[src/rtl/lu_pkg.sv]
package lu_pkg;

    typedef enum logic [2:0] {
        OP_AND  = 3'd0,
        OP_OR   = 3'd1,
        OP_XOR  = 3'd2,
        OP_INV  = 3'd3,
        OP_TEST = 3'd4,
        OP_RSV5 = 3'd5,
        OP_RSV6 = 3'd6,
        OP_RSV7 = 3'd7
    } lu_op_e;

    typedef enum logic [1:0] {
        SZ_B8     = 2'd0,
        SZ_B16    = 2'd1,
        SZ_B32    = 2'd2,
        SZ_B32ALT = 2'd3
    } lu_size_e;

    typedef struct packed {
        logic cf;
        logic of;
        logic zf;
        logic sf;
        logic pf;
        logic af;
    } lu_flags_t;

    localparam int unsigned PAR_W = 8;

endpackage

[src/rtl/lu_size_mask.sv]
module lu_size_mask
    import lu_pkg::*;
#(
    parameter int unsigned DATA_W = 32
) (
    input  lu_size_e            size,
    output logic [DATA_W-1:0]   keep_mask,
    output logic [DATA_W-1:0]   sign_pick
);
    localparam int unsigned CNT_W   = $clog2(DATA_W) + 1;
    localparam int unsigned BYTE_W  = 8;
    localparam int unsigned HALF_W  = DATA_W / 2;

    logic [CNT_W-1:0] act_w;

    always_comb begin
        unique case (size)
            SZ_B8:   act_w = CNT_W'(BYTE_W);
            SZ_B16:  act_w = CNT_W'(HALF_W);
            default: act_w = CNT_W'(DATA_W);
        endcase
    end

    for (genvar g = 0; g < DATA_W; g++) begin : g_bit
        assign keep_mask[g] = (CNT_W'(g) < act_w);
        assign sign_pick[g] = (CNT_W'(g + 1) == act_w);
    end

endmodule

[src/rtl/lu_bitwise.sv]
module lu_bitwise
    import lu_pkg::*;
#(
    parameter int unsigned DATA_W = 32
) (
    input  logic [DATA_W-1:0] a,
    input  logic [DATA_W-1:0] b,
    input  lu_op_e            op,
    input  logic [DATA_W-1:0] keep_mask,
    output logic [DATA_W-1:0] res,
    output logic              wr_en,
    output logic              flag_upd
);
    logic [DATA_W-1:0] raw;

    always_comb begin
        unique case (op)
            OP_AND: begin
                raw = a & b;  wr_en = 1'b1; flag_upd = 1'b1;
            end
            OP_OR: begin
                raw = a | b;  wr_en = 1'b1; flag_upd = 1'b1;
            end
            OP_XOR: begin
                raw = a ^ b;  wr_en = 1'b1; flag_upd = 1'b1;
            end
            OP_INV: begin
                raw = ~a;     wr_en = 1'b1; flag_upd = 1'b0;
            end
            OP_TEST: begin
                raw = a & b;  wr_en = 1'b0; flag_upd = 1'b1;
            end
            default: begin
                raw = '0;     wr_en = 1'b0; flag_upd = 1'b0;
            end
        endcase
        res = raw & keep_mask;
    end

endmodule

[src/rtl/lu_flag_gen.sv]
module lu_flag_gen
    import lu_pkg::*;
#(
    parameter int unsigned DATA_W = 32
) (
    input  logic [DATA_W-1:0] res,
    input  logic [DATA_W-1:0] sign_pick,
    input  logic              flag_upd,
    input  lu_flags_t         flags_in,
    output lu_flags_t         flags_out
);
    lu_flags_t fresh;

    always_comb begin
        fresh.cf = 1'b0;
        fresh.of = 1'b0;
        fresh.zf = ~|res;
        fresh.sf = |(res & sign_pick);
        fresh.pf = ~^res[PAR_W-1:0];
        fresh.af = flags_in.af;
        flags_out = flag_upd ? fresh : flags_in;
    end

endmodule

[src/rtl/lu_logic_unit.sv]
module lu_logic_unit
    import lu_pkg::*;
#(
    parameter int unsigned DATA_W = 32
) (
    input  logic [DATA_W-1:0] opnd_a,
    input  logic [DATA_W-1:0] opnd_b,
    input  logic [2:0]        op_sel,
    input  logic [1:0]        size_sel,
    input  logic              cf_in,
    input  logic              of_in,
    input  logic              zf_in,
    input  logic              sf_in,
    input  logic              pf_in,
    input  logic              af_in,
    output logic [DATA_W-1:0] result,
    output logic              dest_we,
    output logic              cf_out,
    output logic              of_out,
    output logic              zf_out,
    output logic              sf_out,
    output logic              pf_out,
    output logic              af_out
);
    logic [DATA_W-1:0] keep_mask;
    logic [DATA_W-1:0] sign_pick;
    logic              flag_upd;
    lu_flags_t         flags_in;
    lu_flags_t         flags_out;

    assign flags_in = '{cf: cf_in, of: of_in, zf: zf_in,
                        sf: sf_in, pf: pf_in, af: af_in};

    lu_size_mask #(.DATA_W(DATA_W)) u_mask (
        .size      (lu_size_e'(size_sel)),
        .keep_mask (keep_mask),
        .sign_pick (sign_pick)
    );

    lu_bitwise #(.DATA_W(DATA_W)) u_bw (
        .a         (opnd_a),
        .b         (opnd_b),
        .op        (lu_op_e'(op_sel)),
        .keep_mask (keep_mask),
        .res       (result),
        .wr_en     (dest_we),
        .flag_upd  (flag_upd)
    );

    lu_flag_gen #(.DATA_W(DATA_W)) u_flags (
        .res       (result),
        .sign_pick (sign_pick),
        .flag_upd  (flag_upd),
        .flags_in  (flags_in),
        .flags_out (flags_out)
    );

    assign cf_out = flags_out.cf;
    assign of_out = flags_out.of;
    assign zf_out = flags_out.zf;
    assign sf_out = flags_out.sf;
    assign pf_out = flags_out.pf;
    assign af_out = flags_out.af;

endmodule

[config.mk]
export PLATFORM = sky130hd
export DESIGN_NAME = lu_logic_unit
export DESIGN_NICKNAME = d
export VERILOG_FILES = /design/src/rtl/lu_pkg.sv /design/src/rtl/lu_size_mask.sv /design/src/rtl/lu_bitwise.sv /design/src/rtl/lu_flag_gen.sv /design/src/rtl/lu_logic_unit.sv
export SDC_FILE = /design/constraint.sdc
export NUM_CORES = 1
export LEC_CHECK = 0
export BUFFER_PORTS_ARGS = -buffer_cell sky130_fd_sc_hd__buf_2
export CAP_MARGIN = 20
export CORE_ASPECT_RATIO = 1.25
export CORE_UTILIZATION = 30
export DETAILED_ROUTE_END_ITERATION = 8
export GPL_TIMING_DRIVEN = 0
export SLEW_MARGIN = 25
export SYNTH_ARGS = -nofsm -noshare
export SYNTH_HDL_FRONTEND = slang
export SYNTH_SLANG_ARGS = --single-unit
[constraint.sdc]
create_clock -name vclk -period 3.8
set_input_delay 0.38 -clock vclk [all_inputs]
set_output_delay 0.38 -clock vclk [all_outputs]
set_load 0.05 [all_outputs]
* After elaboration in Yosys (flattened, before gate mapping)
Cells that the tools add are included.
Word-level totals: bits in read-only memories 0, memories 0, RAM bits 0, bits in registers 0, bits in latches 0, input port bits 75, output and inout port bits 39, word-level logic and storage cells 89
Operators by class: $mul 0, equality and inequality tests 37, add/sub/neg operators 0, divide/modulo/power cells 0, magnitude comparators 32, muxes and demuxes 5, reduce and logical (&&, ||, !) cells 9, bitwise operators 6, shift-type cells 0
Operators with widths (count):
- $pmux 32 s4 | 1
- $and 32x32->32 | 3
- $eq 5x6->1 const A | 16
- $lt 5x6->1 const A | 16
- $reduce_or 32->1 | 2
- $eq 4x6->1 const A | 8
- $lt 4x6->1 const A | 8
- $not 32->32 | 1
- $or 32x32->32 | 1
- $xor 32x32->32 | 1
- $eq 3x6->1 const A | 4
- $lt 3x6->1 const A | 4
- $eq 2x6->1 const A | 2
- $lt 1x6->1 const A | 2
- $lt 2x6->1 const A | 2
- $pmux 6 s2 | 1
- $reduce_or 4->1 | 2
- $reduce_xnor 8->1 | 1
- $eq 1x6->1 const A | 1
- $eq 3x2->1 const B | 2
- $eq 6x6->1 const A | 1
- $mux 6 | 1
- $eq 3x1->1 const B | 1
- $eq 3x3->1 const B | 1
- other kinds (6) | 7

* Longest topological paths before layout
Gate-level depths: netlist (run 1).
depth in word-level cells 7, gate-level depth with buffers 12, gate-level depth less buffers 11

* By module
A second synthesis (run 1) with hierarchy kept.
Unflattened totals: cell total of the unflattened synthesis 401, area total of the unflattened synthesis 2967.8 um^2
Modules (own cells, without submodules):
- lu_bitwise | seq. area each 0.0 um^2, instances 1, area each 2078.2 um^2, cells an instance 278
- lu_size_mask | seq. area each 0.0 um^2, instances 1, area each 498.0 um^2, cells an instance 68
- lu_flag_gen | seq. area each 0.0 um^2, instances 1, area each 391.6 um^2, cells an instance 55

* Worst setup path after synthesis (run 1)
OpenSTA, ideal clock, no wires.
kind input-to-output, start in op_sel[1], end out pf_out, setup slack -0.713 ns, data required time 3.420 ns, stages on the path 11, data arrival time 4.133 ns, path buffers 3, path through buf_4 > buf_2 > buf_4 > mux2i_1 > a22oi_1 > o21ai_0 > inv_1 > ha_1 > xnor2_1 > xnor2_1 > o21ai_0
On the way: longest elaborated chain between the ends 6
RTL lines:
- from (decl) | RTL line lu_logic_unit.sv:8 | input logic [2:0] op_sel,
- $eq 3x3->1 / $logic_not 3->1 (equally long branches) | RTL line lu_bitwise.sv:17 | unique case (op)
- $reduce_or 2->1 (no line)
- $pmux 32 s4 * | RTL line lu_bitwise.sv:17
- $and 32x32->32 * | RTL line lu_bitwise.sv:37 | res = raw & keep_mask;
- via result[0] | RTL line lu_logic_unit.sv:16 | output logic [DATA_W-1:0] result,
- $reduce_xnor 8->1 * | RTL line lu_flag_gen.sv:19 | fresh.pf = ~^res[PAR_W-1:0];
- $mux 6 * | RTL line lu_flag_gen.sv:21 | flags_out = flag_upd ? fresh : flags_in;
- to (decl) | RTL line lu_logic_unit.sv:22 | output logic pf_out,
Mark *: on every way through the listed nets, which the timed path passes. The rest lies on a longest branch.

* Final worst setup path (run 1)
start in op_sel[0], end out pf_out
On the way: longest elaborated chain between the ends 6
RTL lines (RTL line):
- $eq 3x3->1 / $logic_not 3->1 (equally long branches) | lu_bitwise.sv:17
- $reduce_or 2->1 (no line)
- $pmux 32 s4 | lu_bitwise.sv:17
- $and 32x32->32 | lu_bitwise.sv:37
- $reduce_xnor 8->1 | lu_flag_gen.sv:19
- $mux 6 * | lu_flag_gen.sv:21
Mark *: on every way between the ends. The rest lies on a longest branch, timed or not.

==> impl_metrics.csv, run 1 <==
group,metric,value,unit
timing,final.setup.tns,0,ps
die,die_area,8640,µm²
grt,grt_usage,17.7,%
pwr,ir_worst_vdd,0.000139,V
timing,finalCritPeriodShare,87.6,%
route,ant_nets,0,
route,drc,0,
final_layout,layout.nets,605,
timing,setup_slack,471,ps
final_layout,final_common_cell,"buf_2",
critical_path,crit_family,"buffers and inverters",
route,viasPerCell,5.03,
critical_path,path_cells,"buf_2, buf_4, nor2_1, buf_2, buf_1, nand2_1, o21ai_1, inv_1, ha_1, xnor2_1, xnor2_1, o21ai_1, buf_2",
flow_run,cap_violations,0,
critical_path,cp_max_fo,10,
grt,antenna_found_initial,0,
pwr,cellPowerDensity,139,nW/µm²
timing,hold_ws,1060,ps
synth,synth.avg_cell_area,7.20,µm²
final_layout,seq_area,0,µm²
timing,max_freq,300,MHz
timing,rsz0062_at_grt,"no",
die,fp.dieW,83.4,µm
timing,hold_viol,0,
hold_path,min_path_type,"input pin to output port",
die,row_count,36,
timing,setup_viol,0,
synth,synth_area,2480,µm²
synth,seq_area_frac_synth,0,%
clock_network,cts_hold_buf,0,
placed_design,io_buffers,112,
die,core-area,7930,µm²
critical_path,worstPathRequired,3420,ps
synth,synthAdderAreaFrac,35.8,%
final_layout,seq_cells,0,
route,wl_per_cell,13.9,µm
route,first_pass_iters,4,
timing,slew_violations,0,
clock_network,post_cts_buffers,0,
critical_path,startpoint_type,"input pin",
route,routed_wl,7.70,mm
critical_path,cp_num_buf_inv,6,
timing,fin_crit,3330,ps
timing,worst_pin_slew,638,ps
synth,synth-simple-area-share,13.8,%
pwr,p_leak,1.96,nW
final_layout,final_cell_mix,"buf_2 (119), inv_1 (75), ha_1 (71)",
grt,grt_pass1_vias,2810,
die,ios,114,
final_layout,drive_above_1_share,28.0,%
grt,grt_pass1_wl,12.9,mm
outcome,status,"finished clean",
final_layout,n_antenna_cell,0,
synth,syn_inst,345,
final_layout,n_clock_buffer,0,
critical_path,cp.arrival,2950,ps
placed_design,dpl.hpwl,6.39,mm
synth,synth_compound_area_share,19.5,%
grt,grt_overflow,0,
critical_path,path_class,"input pin to output port",
synth,synthXorXnorAreaFrac,1.06,%
clock_network,cts_resized,0,
grt,grt_max_degree,11,
die,start_util,31.3,%
route,vias,2775,
synth,synth_fp_nets,491,
critical_path,slowest_delay,520,ps
synth,synth_top_family_by_area,"adder cells",
die,die_y,104,µm
critical_path,crit_top_cell,"buf_2",
critical_path,cp-end-kind,"output port",
route,dr.first_iter.drc_count,129,
timing,max-slew-margin-rel,57.5,%
synth,synthMuxAreaShare,13.8,%
final_layout,syn2layout_area_growth,27.4,%
synth,synth.distinct_cells,39,
synth,yosys_warnings,0,
placed_design,gp_congestion,0.764,
placed_design,place_ws,437,ps
critical_path,crit_slowest_cell,"buf_1",
==> Yosys cell counts, drive strengths merged, types with 2 or more instances <==
library cell  instances  share of area (%)
mux2i                33                 13
and2                  4                1.0
a222oi                5                2.0
a21oi                14                2.8
o21ai                 9                1.8
nor2                 15                2.3
clkbuf                6               0.91
nand4                 3               0.76
a22oi                22                6.7
inv                  75                 11
buf                  14                3.9
o21a                  6                1.8
a31oi                 5                1.3
a221oi                2               0.71
xnor2                 2               0.71
ha                   71                 36
nor2b                 3               0.76
nor3b                 4                1.2
or4                   2               0.60
nand2                35                5.3
==> per-layer routing <==
| metal | up-vias | part of all wire (%) | global-route usage (%) |
|---|---|---|---|
| met5 | - | 0 | 0 |
| met4 | 0 | 1.3 | 2.46 |
| met3 | 8 | 5.4 | 1.75 |
| met2 | 100 | 52 | 36.0 |
| met1 | 1278 | 41 | 19.7 |
| li1 | 1389 | - | - |
==> report_power, final <==
part           switching, mW  internal, mW
registers                  0             0
logic                  0.287         0.153
clock network              0             0
==> layout make-up <==
class              count  area (µm²)
fillers              828        4770
multi-input cells    250        2080
repair buffers       112         561
inverters             75         282
plain buffers         20         119
well taps             95         119
==> cell families after synthesis <==
group                      Yosys count
buffers and inverters               95
and+or+nand+nor                     72
adders and majority gates           71
AOI/OAI and AO/OA                   70
muxes                               34
xor gates and xnor gates             3
==> per-stage QoR <==
stage	util [%]	instance area, µm²	instances	power [mW]
floorplan	-	2480	345	0.307
detailed placement	39.9	3160	552	0.443
CTS	39.9	3160	552	0.444
finish	39.9	3160	552	0.440
global placement	39.9	3160	552	0.433
global route	39.9	3160	552	0.487
==> path summary, 6_finish.rpt <==
check             cells past startpoint  startpoint  slack (ps)  endpoint
hold / removal                        2       af_in        1060    af_out
setup / recovery                     13   op_sel[0]         470    pf_out
No activity file was read; power rests on OpenSTA's default activity.
==> run 2, diff against run 1 <==
--- a/config.mk
+++ b/config.mk
@@ -11,6 +11,7 @@
 export CORE_UTILIZATION = 30
 export DETAILED_ROUTE_END_ITERATION = 8
 export GPL_TIMING_DRIVEN = 0
+export REMOVE_ABC_BUFFERS = 1
 export SLEW_MARGIN = 25
 export SYNTH_ARGS = -nofsm -noshare
 export SYNTH_HDL_FRONTEND = slang
==> impl_metrics.csv, run 2 (same netlist as run 1, synthesis figures left out) <==
group,metric,value,unit
outcome,status,"finished clean",
grt,grt_pass1_vias,2429,
timing,hold_viol,0,
die,core-area,7930,µm²
grt,grt_max_degree,44,
final_layout,layout.nets,587,
timing,max_freq,282,MHz
hold_path,min_path_type,"input pin to output port",
flow_run,cap_violations,0,
die,ios,114,
grt,antenna_found_initial,0,
critical_path,startpoint_type,"input pin",
pwr,cellPowerDensity,137,nW/µm²
critical_path,cp.arrival,3170,ps
pwr,p_leak,1.91,nW
grt,grt_overflow,0,
clock_network,cts_resized,0,
grt,grt_usage,14.1,%
final_layout,n_antenna_cell,0,
timing,setup_viol,0,
final_layout,final_cell_mix,"buf_2 (111), inv_1 (75), ha_1 (71)",
timing,fin_crit,3550,ps
route,viasPerCell,4.99,
route,wl_per_cell,12.6,µm
route,routed_wl,6.74,mm
die,start_util,31.3,%
final_layout,multi_input_area,2100,µm²
critical_path,cp-startpoint,"op_sel[1]",
timing,final.setup.tns,0,ps
critical_path,crit_top_cell,"o21ai_0",
clock_network,post_cts_buffers,0,
route,first_pass_iters,6,
final_layout,seq_cells,0,
pwr,ir_worst_vdd,0.000101,V
placed_design,gp_congestion,0.770,
final_layout,syn2layout_area_growth,24.5,%
grt,grt_pass1_wl,10.5,mm
critical_path,cp_max_fo,43,
route,ant_nets,0,
die,die_y,104,µm
critical_path,crit_end,"pf_out",
clock_network,cts_hold_buf,0,
route,dr.first_iter.drc_count,80,
route,vias,2667,
critical_path,path_cells,"buf_4, nor2b_2, a22oi_1, o21ai_0, inv_1, ha_1, xor2_1, xnor2_1, o21ai_0, buf_2",
die,fp.dieW,83.4,µm
critical_path,crit_slowest_cell,"nor2b_2",
timing,worst_pin_slew,722,ps
hold_path,min_path_cells,0,
timing,slew_violations,0,
final_layout,fin_util,39.0,%
placed_design,io_buffers,112,
final_layout,nFillCells,853,
placed_design,dpl.hpwl,5.43,mm
route,drc,0,
die,row_count,36,
critical_path,cp-end-kind,"output port",
timing,max-slew-margin-rel,51.6,%
die,die_area,8640,µm²
critical_path,slowest_delay,560,ps
final_layout,n_clock_buffer,0,
final_layout,drive_above_1_share,27.6,%
final_layout,final_common_cell,"buf_2",
critical_path,worstPathRequired,3420,ps
critical_path,path_class,"input pin to output port",
final_layout,seq_area,0,µm²
timing,finalCritPeriodShare,93.4,%
[run 2: worst min path at each step]
stage / from / slack, ps / end
3_3_place_gp: af_in / 760 / af_out
4_1_cts: af_in / 760 / af_out
6_report: af_in / 760 / af_out
5_1_grt: af_in / 760 / af_out
2_1_floorplan: af_in / 760 / af_out
3_5_place_dp: af_in / 760 / af_out
[run 2: report_power, final]
group	leakage, nW	internal, mW	switching [mW]	total (mW)
registers	0	0	0	0
logic	1.91	0.147	0.276	0.423
clock network	0	0	0	0
[run 2: area by class of cell]
| cell class | instances | area share [%] |
|---|---|---|
| Tap cell | 95 | 3.85 |
| Timing Repair Buffer | 114 | 18.9 |
| Inverter | 75 | 9.11 |
| Multi-Input combinational cell | 250 | 68.1 |
[run 2: layer usage]
metal  vias up  wire length, µm  track usage, %
li1       1355                -               -
met3         0              381            1.12
met2        90             3420            28.4
met1      1222             2940            16.7
met4         0                0               0
met5         -                0               0
[run 2: critical path: cells and delay by family]
family | cells | cell delay (ps)
buffers and inverters | 3 | 920
adder cells (fa/ha/maj) | 1 | 300
AO/OA/AOI/OAI | 3 | 700
XOR/XNOR | 2 | 290
AND/OR/NAND/NOR | 1 | 560
[run 2: per-stage QoR]
stage / setup WS [ps] / hold slack, ps / cell area (µm²) / instances / total power [mW]
final: 252 / 760 / 3090 / 534 / 0.423
after global routing: -22.3 / 760 / 3090 / 534 / 0.465
after CTS: 16.4 / 760 / 3090 / 534 / 0.429
after detailed placement: 28.4 / 760 / 3090 / 534 / 0.427
after global placement: -1160 / 760 / 3040 / 532 / 0.414
after floorplan: -537 / 760 / 2360 / 325 / 0.283
